===== src/rtl/seg_agu_pkg.sv =====
package seg_agu_pkg;
    localparam int NUM_SEG = 6;
    localparam int SEL_W   = 3;
    localparam int LIM_W   = 16;

    localparam logic [SEL_W-1:0] SEG_CS = 3'd0;
    localparam logic [SEL_W-1:0] SEG_DS = 3'd1;
    localparam logic [SEL_W-1:0] SEG_SS = 3'd2;
    localparam logic [SEL_W-1:0] SEG_ES = 3'd3;
    localparam logic [SEL_W-1:0] SEG_FS = 3'd4;
    localparam logic [SEL_W-1:0] SEG_GS = 3'd5;

    typedef enum logic [1:0] {
        ACC_FETCH  = 2'd0,
        ACC_DATA   = 2'd1,
        ACC_STACK  = 2'd2,
        ACC_STRDST = 2'd3
    } acc_e;
endpackage


===== src/rtl/seg_regfile.sv =====
module seg_regfile
    import seg_agu_pkg::*;
#(
    parameter int ADDR_W = 64
) (
    input  logic                             clk,
    input  logic                             rst_n,
    input  logic                             wr_en,
    input  logic [SEL_W-1:0]                 wr_sel,
    input  logic [ADDR_W-1:0]                wr_base,
    input  logic [LIM_W-1:0]                 wr_limit,
    input  logic                             wr_valid,
    output logic [NUM_SEG-1:0][ADDR_W-1:0]   base_o,
    output logic [NUM_SEG-1:0][LIM_W-1:0]    limit_o,
    output logic [NUM_SEG-1:0]               valid_o
);
    typedef struct packed {
        logic [ADDR_W-1:0] base;
        logic [LIM_W-1:0]  limit;
        logic              valid;
    } seg_t;

    for (genvar g = 0; g < NUM_SEG; g++) begin : g_seg
        seg_t seg_d, seg_q;

        always_comb begin
            seg_d = seg_q;
            if (wr_en && (wr_sel == SEL_W'(g))) begin
                seg_d.base  = wr_base;
                seg_d.limit = wr_limit;
                seg_d.valid = wr_valid;
            end
        end

        always_ff @(posedge clk or negedge rst_n) begin
            if (!rst_n) seg_q <= '0;
            else        seg_q <= seg_d;
        end

        assign base_o[g]  = seg_q.base;
        assign limit_o[g] = seg_q.limit;
        assign valid_o[g] = seg_q.valid;
    end
endmodule


===== src/rtl/seg_select.sv =====
module seg_select
    import seg_agu_pkg::*;
(
    input  logic [1:0]       kind_i,
    input  logic [1:0]       ovr_i,
    output logic [SEL_W-1:0] seg_o
);
    always_comb begin
        unique case (acc_e'(kind_i))
            ACC_FETCH:  seg_o = SEG_CS;
            ACC_STACK:  seg_o = SEG_SS;
            ACC_STRDST: seg_o = SEG_ES;
            default: begin
                unique case (ovr_i)
                    2'd1:    seg_o = SEG_ES;
                    2'd2:    seg_o = SEG_FS;
                    2'd3:    seg_o = SEG_GS;
                    default: seg_o = SEG_DS;
                endcase
            end
        endcase
    end
endmodule


===== src/rtl/seg_check.sv =====
module seg_check
    import seg_agu_pkg::*;
#(
    parameter int ADDR_W = 64,
    parameter int SIZE_W = 3
) (
    input  logic [SEL_W-1:0]  seg_i,
    input  logic [ADDR_W-1:0] base_i,
    input  logic [LIM_W-1:0]  limit_i,
    input  logic              valid_i,
    input  logic              mode64_i,
    input  logic [ADDR_W-1:0] offset_i,
    input  logic [SIZE_W-1:0] size_m1_i,
    output logic [ADDR_W-1:0] addr_o,
    output logic              limit_fault_o,
    output logic              inval_fault_o
);
    localparam int END_W = LIM_W + 1;

    logic [END_W-1:0]  last_byte;
    logic [ADDR_W-1:0] flat_base;
    logic              over;

    assign last_byte = {1'b0, offset_i[LIM_W-1:0]} + END_W'(size_m1_i);
    assign over      = last_byte > {1'b0, limit_i};
    assign flat_base = (seg_i == SEG_FS || seg_i == SEG_GS) ? base_i : '0;

    always_comb begin
        addr_o        = '0;
        limit_fault_o = 1'b0;
        inval_fault_o = 1'b0;
        if (!valid_i) begin
            inval_fault_o = 1'b1;
        end else if (mode64_i) begin
            addr_o = flat_base + offset_i;
        end else if (over) begin
            limit_fault_o = 1'b1;
        end else begin
            addr_o = base_i + ADDR_W'(offset_i[LIM_W-1:0]);
        end
    end
endmodule


===== src/rtl/seg_agu.sv =====
module seg_agu
    import seg_agu_pkg::*;
#(
    parameter int ADDR_W = 64,
    parameter int SIZE_W = 3
) (
    input  logic              clk,
    input  logic              rst_n,
    input  logic              wr_en,
    input  logic [2:0]        wr_sel,
    input  logic [ADDR_W-1:0] wr_base,
    input  logic [15:0]       wr_limit,
    input  logic              wr_valid,
    input  logic              req_valid,
    output logic              req_ready,
    input  logic [1:0]        req_kind,
    input  logic [1:0]        req_ovr,
    input  logic              req_mode64,
    input  logic [ADDR_W-1:0] req_offset,
    input  logic [SIZE_W-1:0] req_size_m1,
    output logic              rsp_valid,
    input  logic              rsp_ready,
    output logic [ADDR_W-1:0] rsp_addr,
    output logic [2:0]        rsp_seg,
    output logic              rsp_limit_fault,
    output logic              rsp_inval_fault
);
    typedef struct packed {
        logic              valid;
        logic [ADDR_W-1:0] addr;
        logic [SEL_W-1:0]  seg;
        logic              lim_flt;
        logic              inv_flt;
    } rsp_t;

    logic [NUM_SEG-1:0][ADDR_W-1:0] seg_base;
    logic [NUM_SEG-1:0][LIM_W-1:0]  seg_limit;
    logic [NUM_SEG-1:0]             seg_valid;
    logic [SEL_W-1:0]               sel;
    logic [ADDR_W-1:0]              calc_addr;
    logic                           calc_lf, calc_if;
    rsp_t                           rsp_d, rsp_q;

    seg_regfile #(.ADDR_W(ADDR_W)) i_regs (
        .clk(clk), .rst_n(rst_n),
        .wr_en(wr_en), .wr_sel(wr_sel), .wr_base(wr_base),
        .wr_limit(wr_limit), .wr_valid(wr_valid),
        .base_o(seg_base), .limit_o(seg_limit), .valid_o(seg_valid)
    );

    seg_select i_sel (
        .kind_i(req_kind), .ovr_i(req_ovr), .seg_o(sel)
    );

    seg_check #(.ADDR_W(ADDR_W), .SIZE_W(SIZE_W)) i_chk (
        .seg_i(sel), .base_i(seg_base[sel]), .limit_i(seg_limit[sel]),
        .valid_i(seg_valid[sel]), .mode64_i(req_mode64),
        .offset_i(req_offset), .size_m1_i(req_size_m1),
        .addr_o(calc_addr), .limit_fault_o(calc_lf), .inval_fault_o(calc_if)
    );

    assign req_ready = !rsp_q.valid || rsp_ready;

    always_comb begin
        rsp_d = rsp_q;
        if (rsp_q.valid && rsp_ready) rsp_d.valid = 1'b0;
        if (req_valid && req_ready) begin
            rsp_d.valid   = 1'b1;
            rsp_d.addr    = calc_addr;
            rsp_d.seg     = sel;
            rsp_d.lim_flt = calc_lf;
            rsp_d.inv_flt = calc_if;
        end
    end

    always_ff @(posedge clk or negedge rst_n) begin
        if (!rst_n) rsp_q <= '0;
        else        rsp_q <= rsp_d;
    end

    assign rsp_valid       = rsp_q.valid;
    assign rsp_addr        = rsp_q.addr;
    assign rsp_seg         = rsp_q.seg;
    assign rsp_limit_fault = rsp_q.lim_flt;
    assign rsp_inval_fault = rsp_q.inv_flt;
endmodule


===== config.mk =====
export PLATFORM = sky130hd
export DESIGN_NAME = seg_agu
export DESIGN_NICKNAME = d
export VERILOG_FILES = /design/src/rtl/seg_agu_pkg.sv /design/src/rtl/seg_regfile.sv /design/src/rtl/seg_select.sv /design/src/rtl/seg_check.sv /design/src/rtl/seg_agu.sv
export SDC_FILE = /design/constraint.sdc
export NUM_CORES = 1
export LEC_CHECK = 0
export BUFFER_PORTS_ARGS = -buffer_cell sky130_fd_sc_hd__buf_2
export CAP_MARGIN = 20
export CORE_UTILIZATION = 50
export CTS_BUF_LIST = sky130_fd_sc_hd__clkbuf_16
export DETAILED_ROUTE_END_ITERATION = 8
export PLACE_DENSITY = 0.71
export SLEW_MARGIN = 15
export SYNTH_ARGS = -nofsm -noshare
export SYNTH_HDL_FRONTEND = slang
export SYNTH_SLANG_ARGS = --single-unit

===== constraint.sdc =====
create_clock -name clk -period 3.7 [get_ports clk]
set_input_delay 0.555 -clock clk [delete_from_list [all_inputs] [get_ports clk]]
set_output_delay 0.555 -clock clk [all_outputs]
set_load 0.005 [all_outputs]

==> flow_summary_export.csv, run 1 <==
group,metric,value,unit
drt,via_per_inst,6.11,
setup_path,cp_slowest_cell,"fa_2",
synthesis,netlist_area,31600,um^2
setup_path,worstPathCellList,"buf_8, buf_12, buf_4, nand3b_1, buf_4, buf_4, a21o_1, ha_2, inv_2, fa_2, nor2b_4, o31ai_4, a211o_1, a31oi_4, o211ai_1, buf_4, or2_4, nor3_4, xnor2_2, a221o_1",
final_layout,fill_cells,4706,
setup_path,cp_num_cells,20,
clock_network,clkLatencyLatePin,0.64,ns
power,power_report.internal_total,0.0138,W
setup_path,ff2ff_path_depth,13,
clock_network,cts_buffers,61,
sta,worst_slew_pin_slew,1.03,ns
worst_hold_path,holdPathStages,2,
clock_network,clk_path_buf_depth,3,
synthesis,async_reset_ff_share,100,%
global_route,grt_pass1_wl,163,mm
final_layout,drive_gt1_share,44.6,%
drt,drc,0,
power,clkPwrFrac,30.4,%
drt,routed_wl,106,mm
synthesis,synth.avg_cell_area,11.0,um^2
setup_path,cp.required,4.22,ns
sta,fin_skew,0.0163,ns
sta,fin_ws,-0.169,ns
flow_run,max_cap_violations,0,
final_layout,postLayoutCellArea,40700,um^2
placement,place_congestion,1.02,
global_route,grtUsageTotal,33.0,%
setup_path,crit_fanout,9,
drt,num_vias,26950,
floorplanning,start_util,50.9,%
synthesis,synthDominantCellAreaShare,44.1,%
synthesis,synth_ff_type,"dfrtp_1",
clock_network,clkSlewWorstSetupHoldPaths,0.06,ns
status,violations,"negative setup slack",
clock_network,clock-sinks,556,
floorplanning,coreArea,62100,um^2
synthesis,synth_largest_area_cell,"dfrtp_1",
placement,hpwlAfterDp,74.0,mm
power,power_switching,0.00613,W
power,p_comb_share,28.3,%
sta,layout_min_cycle_time,3.87,ns
status,status,"finished with violations",
synthesis,yosys_warnings,0,
drt,drtPass1Iterations,7,
global_route,grt_overflow,0,
sta,finalMaxSlewViolations,0,
synthesis,yosysSeqAreaShare,44.1,%
setup_path,crit_buf_inv,7,
power,power.leakage,18.4,nW
floorplanning,die_w,253,um
sta,relSlewSlack,31.1,%
synthesis,synth_cells,2878,
power,p_sw_share,30.7,%
setup_path,end_kind,"flip-flop",
synthesis,synth_fp_nets,3140,
placement,dpl-instance-area,37300,um^2
floorplanning,dieHeight,253,um
power,ir_drop,440,uV
drt,drt-initial-drc-count,2100,
setup_path,max_stage_delay,0.38,ns
final_layout,nNetsFinal,3776,
final_layout,fin_util,65.6,%
sta,hold_viol,0,
setup_path,startpoint_type,"input pin",
setup_path,arrival,4.39,ns
sta,timing.hold.ws,0.176,ns
setup_path,crit_top_cell,"buf_4",
sta,timing.final.crit_share,105,%
clock_network,root_buffer,"clkbuf_16",
floorplanning,die-area,64200,um^2
synthesis,synth_edf_count,0,
global_route,grt_max_degree,131,
floorplanning,rows,91,
drt,wire_per_inst,24.1,um
setup_path,path_class,"in -> reg",
power,power_frac_seq,41.3,%
drt,antenna_left,0,
floorplanning,ioPinCount,232,
power,powerDensity,491,nW/um^2
clock_network,htree_levels,2,
synthesis,ys_types,79,
synthesis,synth.area.top_cells,"dfrtp_1, mux2_2, ha_1",
setup_path,cpLargestDelayFamily,"compound AO/OA/AOI/OAI gates",
sta,setup_viol,10,
clock_network,cts_tree,"yes",
placement,port_buffers,231,
sta,max_freq,258,MHz
power,power,0.0200,W
global_route,antenna_found_initial,7,
sta,fin_tns_setup,-0.781,ns
sta,grt_setup_unrepaired,"yes",
final_layout,area_growth,28.9,%
worst_hold_path,hold_path.class,"in -> reg",
global_route,grt_pass1_vias,27853,
synthesis,ys_ff_latch,556,
==> worst paths after layout <==
path	start	to	slack (ns)
max	req_kind[0]	rsp_addr[48]	-0.17
min	req_valid	rsp_valid	0.18
max reg2reg	i_regs.base_o[10]	rsp_addr[48]	0.02
min reg2reg	rsp_addr[17]	rsp_addr[17]	0.48
max in group asynchronous	rst_n	i_regs.base_o[278]	2.09
min in group asynchronous	rst_n	i_regs.base_o[137]	0.40
==> layout by cell type, fill, tap and decap left out, drive strengths merged, types with 8 or more instances in the layout <==
cell type	n
a211oi	16
a21o	53
a21oi	117
a22oi	34
a2bb2oi	13
a31oi	29
and2	8
and3	14
buf	744
clkbuf	64
clkinv	23
dfrtp	556
ha	98
inv	48
mux2	493
mux2i	59
mux4	32
nand2	245
nand2b	19
nand3	58
nand3b	8
nand4	29
nor2	161
nor2b	31
nor3	52
nor4	12
nor4b	26
o211ai	15
o21a	10
o21ai	112
o21bai	32
o221a	36
o221ai	28
o22ai	33
o31ai	10
or2	8
or3	21
xnor2	70
xor2	52
==> cell families after synthesis <==
| group | synth area share (%) |
|---|---|
| buffers and inverters | 2.82 |
| flip-flops | 44.1 |
| AO/OA/AOI/OAI | 12.9 |
| AND/OR/NAND/NOR | 11.1 |
| multiplexers | 21.7 |
| adder cells (fa/ha/maj) | 4.07 |
| XOR/XNOR | 3.38 |
==> stage by stage <==
| stage | setup WS, ns | instances |
|---|---|---|
| finish | -0.169 | 4408 |
| global placement | -1.27 | 4249 |
| floorplan | -1.22 | 2878 |
| global route | -0.284 | 4408 |
| detailed placement | -1.28 | 4249 |
| CTS | -0.126 | 4388 |
==> area by class of cell <==
class	count	area (um^2)	share of cell area (%)
clock inverter	50	394	0.968
timing repair buffer	747	5610	13.8
sequential	556	13900	34.2
inverter	31	119	0.292
antenna	7	17.5	0.0430
tap	837	1050	2.57
multi-input combinational	2117	18000	44.3
clock buffer	63	1580	3.87
==> synthesized netlist by cell type (51+ instances only) <==
cell type,number
mux2i_1,59
nand2_1,245
clkbuf_1,125
mux2_2,493
xor2_1,52
nor2_1,161
o21ai_0,111
nand3_1,58
dfrtp_1,556
nor3_1,51
ha_1,98
a21oi_1,117
a21o_1,53
xnor2_1,70
==> metal layers <==
layer / up-vias / GRT usage (%) / part of all wire (%)
li1: 11951 / - / -
met1: 13704 / 44.7 / 42
met2: 1047 / 52.3 / 47
met3: 248 / 5.79 / 6.7
met4: 0 / 13.8 / 4.1
met5: - / 0 / 0
==> power by group through the flow <==
stage	combinational, W	sequential (W)	clock, W
after detailed placement	0.00521	0.00833	0
after floorplan	0.00326	0.00803	0
final	0.00565	0.00826	0.00607
after global placement	0.00504	0.00823	0
after CTS	0.00543	0.00824	0.00613
after global routing	0.00607	0.00841	0.00637
==> sequential cells by signal, indices dropped and copies added, names as in the netlist <==
| name | cells |
|---|---|
| i_regs.base_o | 384 |
| i_regs.limit_o | 96 |
| rsp_addr | 64 |
| i_regs.valid_o | 6 |
| rsp_seg | 3 |
| rsp_inval_fault | 1 |
| rsp_limit_fault | 1 |
| rsp_valid | 1 |
==> timing repair <==
action,in CTS,in global routing
endpoints found under the hold margin,33,0
hold buffers,1,0
gates resized for setup,107,133
setup endpoints to repair,63,64
cloned,4,1
pin swaps,41,51
buffers inserted,22,16
==> worst reg2reg max path, delay by kind of cell, from the launching register on <==
family / cells / cell delay, ns
buffers and inverters: 1 / 0.18
muxes: 1 / 0.50
DFF: 1 / 0.38
xor gates and xnor gates: 1 / 0.14
adders and majority gates: 1 / 0.28
AOI/OAI and AO/OA: 5 / 1.21
and+or+nand+nor: 4 / 0.88
No activity file was read; power rests on OpenSTA's default activity.
==> run 2: changes to the inputs <==
- BUFFER_PORTS_ARGS: -buffer_cell sky130_fd_sc_hd__buf_2 -> default
- DONT_BUFFER_PORTS: default -> 1
- PLACE_DENSITY: 0.71 -> 0.68
==> run 2 against run 1 <==
Net effect: the run ends with negative hold slack, max-slew violations, negative setup slack left; clock power up 0.7%; global-route usage shrank 1.8 points; maximum frequency up 0.58%; non-clock buffer count shrank 322; sequential cell count unchanged; register-to-register slack better by 0.02 ns; wire length is 5.6% lower; critical path depth shrank 2; total power is 4.3% lower; design area down 5.8%; largest cell class unchanged.
==> flow_summary_export.csv, run 2 (synthesis gave the netlist of run 1 again) <==
group,metric,value,unit
sta,relSlewSlack,-131,%
setup_path,end_kind,"flip-flop",
status,status,"finished with violations",
clock_network,clock-sinks,556,
power,powerDensity,499,nW/um^2
global_route,grt_use_met1,40.5,%
final_layout,area_growth,21.4,%
drt,drt-initial-drc-count,1819,
clock_network,clkSlewWorstSetupHoldPaths,0.06,ns
status,violations,"negative hold slack, max-slew violations, negative setup slack",
global_route,grt_overflow,0,
setup_path,cp.required,4.21,ns
floorplanning,rows,91,
drt,drtPass1Iterations,5,
drt,routed_wl,100,mm
global_route,grt_max_degree,557,
final_layout,mostFrequentLayoutCells,"dfrtp_1, mux2_2, buf_4",
final_layout,drive_gt1_share,37.4,%
final_layout,nNetsFinal,3452,
power,power.leakage,16.8,nW
global_route,busiest_layer,"met2",
drt,drc,0,
global_route,grtUsageTotal,31.2,%
final_layout,postLayoutCellArea,38300,um^2
placement,hpwlAfterDp,68.9,mm
clock_network,cts_tree,"yes",
floorplanning,ioPinCount,232,
setup_path,arrival,4.36,ns
placement,post-place-cells,3933,
floorplanning,coreArea,62100,um^2
sta,hold_viol,170,
global_route,grt_pass1_wl,153,mm
sta,timing.final.crit_share,104,%
sta,grt_setup_unrepaired,"yes",
floorplanning,die_w,253,um
floorplanning,start_util,50.9,%
placement,place_congestion,0.974,
sta,fin_skew,0.0465,ns
drt,wire_per_inst,24.5,um
floorplanning,die-area,64200,um^2
placement,port_buffers,0,
sta,fin_ws,-0.147,ns
drt,num_vias,25261,
global_route,antenna_found_initial,12,
final_layout,largest_reg_flops,384,
floorplanning,dieHeight,253,um
power,ir_drop,393,uV
final_layout,layout_commonest_cell,"dfrtp_1",
clock_network,htree_levels,2,
global_route,met2_usage,50.2,%
drt,antenna_left,0,
clock_network,clkLatencyLatePin,0.66,ns
setup_path,crit_fanout,113,
sta,timing.hold.ws,-0.339,ns
clock_network,cts_hold_buf,1,
clock_network,root_buffer,"clkbuf_16",
worst_hold_path,hold_path.class,"in -> async",
final_layout,final_cells,4087,
flow_run,max_cap_violations,0,
global_route,grt_pass1_vias,25770,
sta,setup_viol,14,
clock_network,cts_buffers,60,
global_route,gr-usage-met3,7.65,%
placement,dpl-instance-area,35400,um^2
setup_path,startpoint_type,"input pin",
sta,layout_min_cycle_time,3.85,ns
setup_path,path_class,"in -> reg",
sta,finalMaxSlewViolations,416,
drt,via_per_inst,6.18,
sta,worst_slew_pin_slew,3.47,ns
clock_network,clk_path_buf_depth,3,
sta,max_freq,260,MHz
[run 2: where the power goes]
part,switching (W),leakage (nW),total [W],internal (W)
clock,0.00260,1.01,0.00611,0.00351
sequential,0.000902,6.76,0.00831,0.00741
combinational,0.00211,9.05,0.00470,0.00259
total,0.00561,16.8,0.0191,0.0135
[run 2: layout make-up]
cell class                 count  area (um^2)
tap                          837         1050
inverter                      31          116
timing repair buffer         425         3560
multi-input combinational   2116        17700
clock inverter                53          500
antenna                        9         22.5
sequential                   556        13900
fill                        4893        23700
clock buffer                  60         1500
[run 2: per-layer routing]
layer	vias to the layer above	wire, um
met5	-	76
met4	10	3870
met3	198	7710
met2	871	47200
met1	12878	41400
li1	11304	-
[run 2: critical path, stage by stage]
cell and delay [ns]:
nor2_4 0.06, a21oi_4 0.19, buf_12 0.15, buf_12 0.14, mux4_2 0.50, a21o_1 0.22, ha_4 0.27, and4_4 0.24
nand3_2 0.06, a211o_1 0.33, a31oi_4 0.24, o211ai_1 0.15, or2_1 0.29, buf_12 0.16, buf_8 0.14, nor3_4 0.15
xnor2_1 0.08, a221o_1 0.30
[run 2: stage by stage]
step / setup WS, ns / setup TNS, ns / hold WS, ns / util (%) / total power (W)
2_1_floorplan: -1.22 / -51.52 / 0.259 / - / 0.0113
3_3_place_gp: -0.739 / -30.14 / 0.291 / 57.1 / 0.0126
3_5_place_dp: -0.816 / -35.16 / 0.285 / 57.1 / 0.0128
4_1_cts: -0.0260 / -0.0485 / -0.411 / 60.5 / 0.0190
5_1_grt: -0.204 / -1.67 / -0.360 / 61.8 / 0.0200
6_report: -0.147 / -0.943 / -0.339 / 61.8 / 0.0191
[run 2: worst paths after layout]
path	from	to	slack, ns	depth (start not counted)
worst min register to register	i_regs.base_o[31]	i_regs.base_o[31]	0.50	1
worst max register to register	i_regs.base_o[104]	rsp_addr[48]	0.04	11
min in group clk	wr_limit[13]	i_regs.limit_o[93]	0.04	1
worst max-delay path	req_ovr[0]	rsp_addr[48]	-0.15	18
max in group asynchronous	rst_n	rsp_addr[45]	1.36	0
worst min-delay path	rst_n	i_regs.base_o[266]	-0.34	0
[run 2: timing repair]
action	4_1_cts	5_1_grt
pin swaps	3	22
setup endpoints to repair	13	44
endpoints found under the hold margin	557	556
buffers inserted	3	26
resized for setup	17	116
cloned	0	2
==> run 3: changes to the inputs <==
==> constraint.sdc (replaced) <==
create_clock -name clk -period 3.7 [get_ports clk]
set_input_delay 0.74 -clock clk [delete_from_list [all_inputs] [get_ports clk]]
set_output_delay 0.74 -clock clk [all_outputs]
set_load 0.005 [all_outputs]
==> run 3 against run 2 <==
Net effect: the run still ends with negative hold slack, max-slew violations, negative setup slack left; non-clock buffer count up 68; final cell count up 1.4%; critical endpoint is now rsp_addr[58]; wire length up 2.1%; worst hold slack better by 0.19 ns; largest cell class unchanged; clock skew down 0.0018 ns; register-to-register slack worse by 0.07 ns; critical path type unchanged; sequential cell count unchanged.
==> flow_summary_export.csv, run 3 (synthesis gave the netlist of run 1 again) <==
group,metric,value,unit
floorplanning,rows,91,
sta,worst_slew_pin_slew,1.70,ns
floorplanning,start_util,50.9,%
setup_path,startpoint_type,"input pin",
setup_path,arrival,4.43,ns
placement,place_congestion,0.949,
power,power.leakage,17.3,nW
final_layout,nNetsFinal,3519,
clock_network,cts_buffers,59,
clock_network,htree_levels,2,
floorplanning,coreArea,62100,um^2
final_layout,area_growth,24.8,%
sta,max_freq,254,MHz
floorplanning,die-area,64200,um^2
global_route,grtUsageTotal,31.6,%
clock_network,cts_tree,"yes",
placement,post-place-cells,3986,
placement,port_buffers,0,
sta,hold_viol,247,
sta,fin_tns_setup,-2.66,ns
clock_network,clock-sinks,556,
placement,place_ws,-1.08,ns
global_route,grt_pass1_vias,25754,
drt,num_vias,25332,
placement,hpwlAfterDp,69.5,mm
global_route,grt_pass1_wl,155,mm
sta,fin_skew,0.0447,ns
final_layout,drive_gt1_share,40.3,%
global_route,grt_max_degree,557,
floorplanning,die_w,253,um
final_layout,postLayoutCellArea,39400,um^2
global_route,grt_overflow,0,
drt,via_per_inst,6.11,
setup_path,r2r_start,"i_regs.base_o[104]",
floorplanning,ioPinCount,232,
sta,setup_viol,33,
drt,drc,0,
drt,wire_per_inst,24.7,um
power,powerDensity,487,nW/um^2
power,power,0.0192,W
sta,grt_setup_unrepaired,"yes",
sta,timing.hold.ws,-0.150,ns
drt,drtPass1Iterations,7,
setup_path,r2r_setup_slack,-0.03,ns
setup_path,end_kind,"flip-flop",
final_layout,largest_reg_flops,384,
setup_path,ff2ff_path_depth,11,
setup_path,r2r-end,"rsp_addr[58]",
setup_path,cp.required,4.20,ns
drt,drt-initial-drc-count,2121,
status,violations,"negative hold slack, max-slew violations, negative setup slack",
sta,layout_min_cycle_time,3.93,ns
floorplanning,dieHeight,253,um
drt,routed_wl,102,mm
sta,finalMaxSlewViolations,206,
sta,fin_ws,-0.230,ns
final_layout,final_cells,4143,
clock_network,clkLatencyLatePin,0.66,ns
flow_run,max_cap_violations,0,
drt,antenna_left,0,
sta,relSlewSlack,-13.2,%
final_layout,layout_commonest_cell,"dfrtp_1",
setup_path,path_class,"in -> reg",
clock_network,root_buffer,"clkbuf_16",
global_route,antenna_found_initial,6,
sta,timing.final.crit_share,106,%
clock_network,clkSlewWorstSetupHoldPaths,0.06,ns
placement,dpl-instance-area,35900,um^2
setup_path,crit_fanout,69,
worst_hold_path,hold_path.class,"in -> async",
status,status,"finished with violations",
final_layout,mostFrequentLayoutCells,"dfrtp_1, mux2_2, buf_4",
power,ir_drop,364,uV
clock_network,clk_path_buf_depth,3,
run 3: worst max-delay path by stage:
stage                 from            to  slack [ns]  depth (start not counted)
2_1_floorplan   req_ovr[1]  rsp_addr[54]       -1.41                         23
3_3_place_gp   req_kind[0]  rsp_addr[62]       -1.04                         18
3_5_place_dp   req_kind[1]  rsp_addr[56]       -1.08                         17
4_1_cts        req_kind[1]  rsp_addr[58]       -0.12                         19
5_1_grt        req_kind[1]  rsp_addr[58]       -0.29                         18
6_report       req_kind[1]  rsp_addr[58]       -0.23                         18
run 3: metal layers:
metal  wire, um  global-route usage, %  vias up  part of all wire, %
met5         17                      0        -                0.017
li1           -                      -    11445                    -
met1      42900                   42.0    12934                   42
met2      48900                   50.3      779                   48
met3       7540                   7.36      172                  7.4
met4       3040                   11.7        2                  3.0
run 3: worst max-delay path, cell delays in order:
cell,delay [ns]
nor2_4,0.06
a21oi_4,0.17
buf_6,0.14
buf_12,0.13
mux4_2,0.51
a21o_1,0.22
ha_4,0.29
o211a_1,0.19
o31ai_4,0.09
a211o_1,0.32
a31oi_4,0.25
o211ai_1,0.14
or2_4,0.28
buf_12,0.14
nor3_4,0.11
xnor2_1,0.08
a222oi_1,0.31
o211ai_1,0.14
run 3: timing repair:
item                                    in CTS  in global routing
gates cloned                                 5                  3
hold endpoints to repair                   556                556
setup buffers                               21                 25
pin swaps                                   35                 82
endpoints found under the setup margin      53                 63
gates resized for setup                     81                170
run 3: report_power, final:
| group | total [W] | internal, W | switching, W | leakage [nW] |
|---|---|---|---|---|
| Clock | 0.00587 | 0.00331 | 0.00256 | 0.987 |
| Combinational | 0.00501 | 0.00278 | 0.00223 | 9.57 |
| Sequential | 0.00831 | 0.00741 | 0.000906 | 6.76 |
run 3: through the flow:
| stage | hold WS (ns) | util [%] |
|---|---|---|
| finish | -0.150 | 63.5 |
| global route | -0.183 | 63.5 |
| CTS | -0.193 | 62.0 |
| detailed placement | 0.472 | 57.8 |
| global placement | 0.476 | 57.8 |
| floorplan | 0.444 | - |
run 3: cell type report:
class,instances,area [um^2]
Fill cell,4861,22700
Clock buffer,59,1480
Inverter,31,119
Timing Repair Buffer,493,4320
Multi-Input combinational cell,2116,18100
Sequential cell,556,13900
Antenna cell,3,7.51
Tap cell,837,1050
Clock inverter,48,425
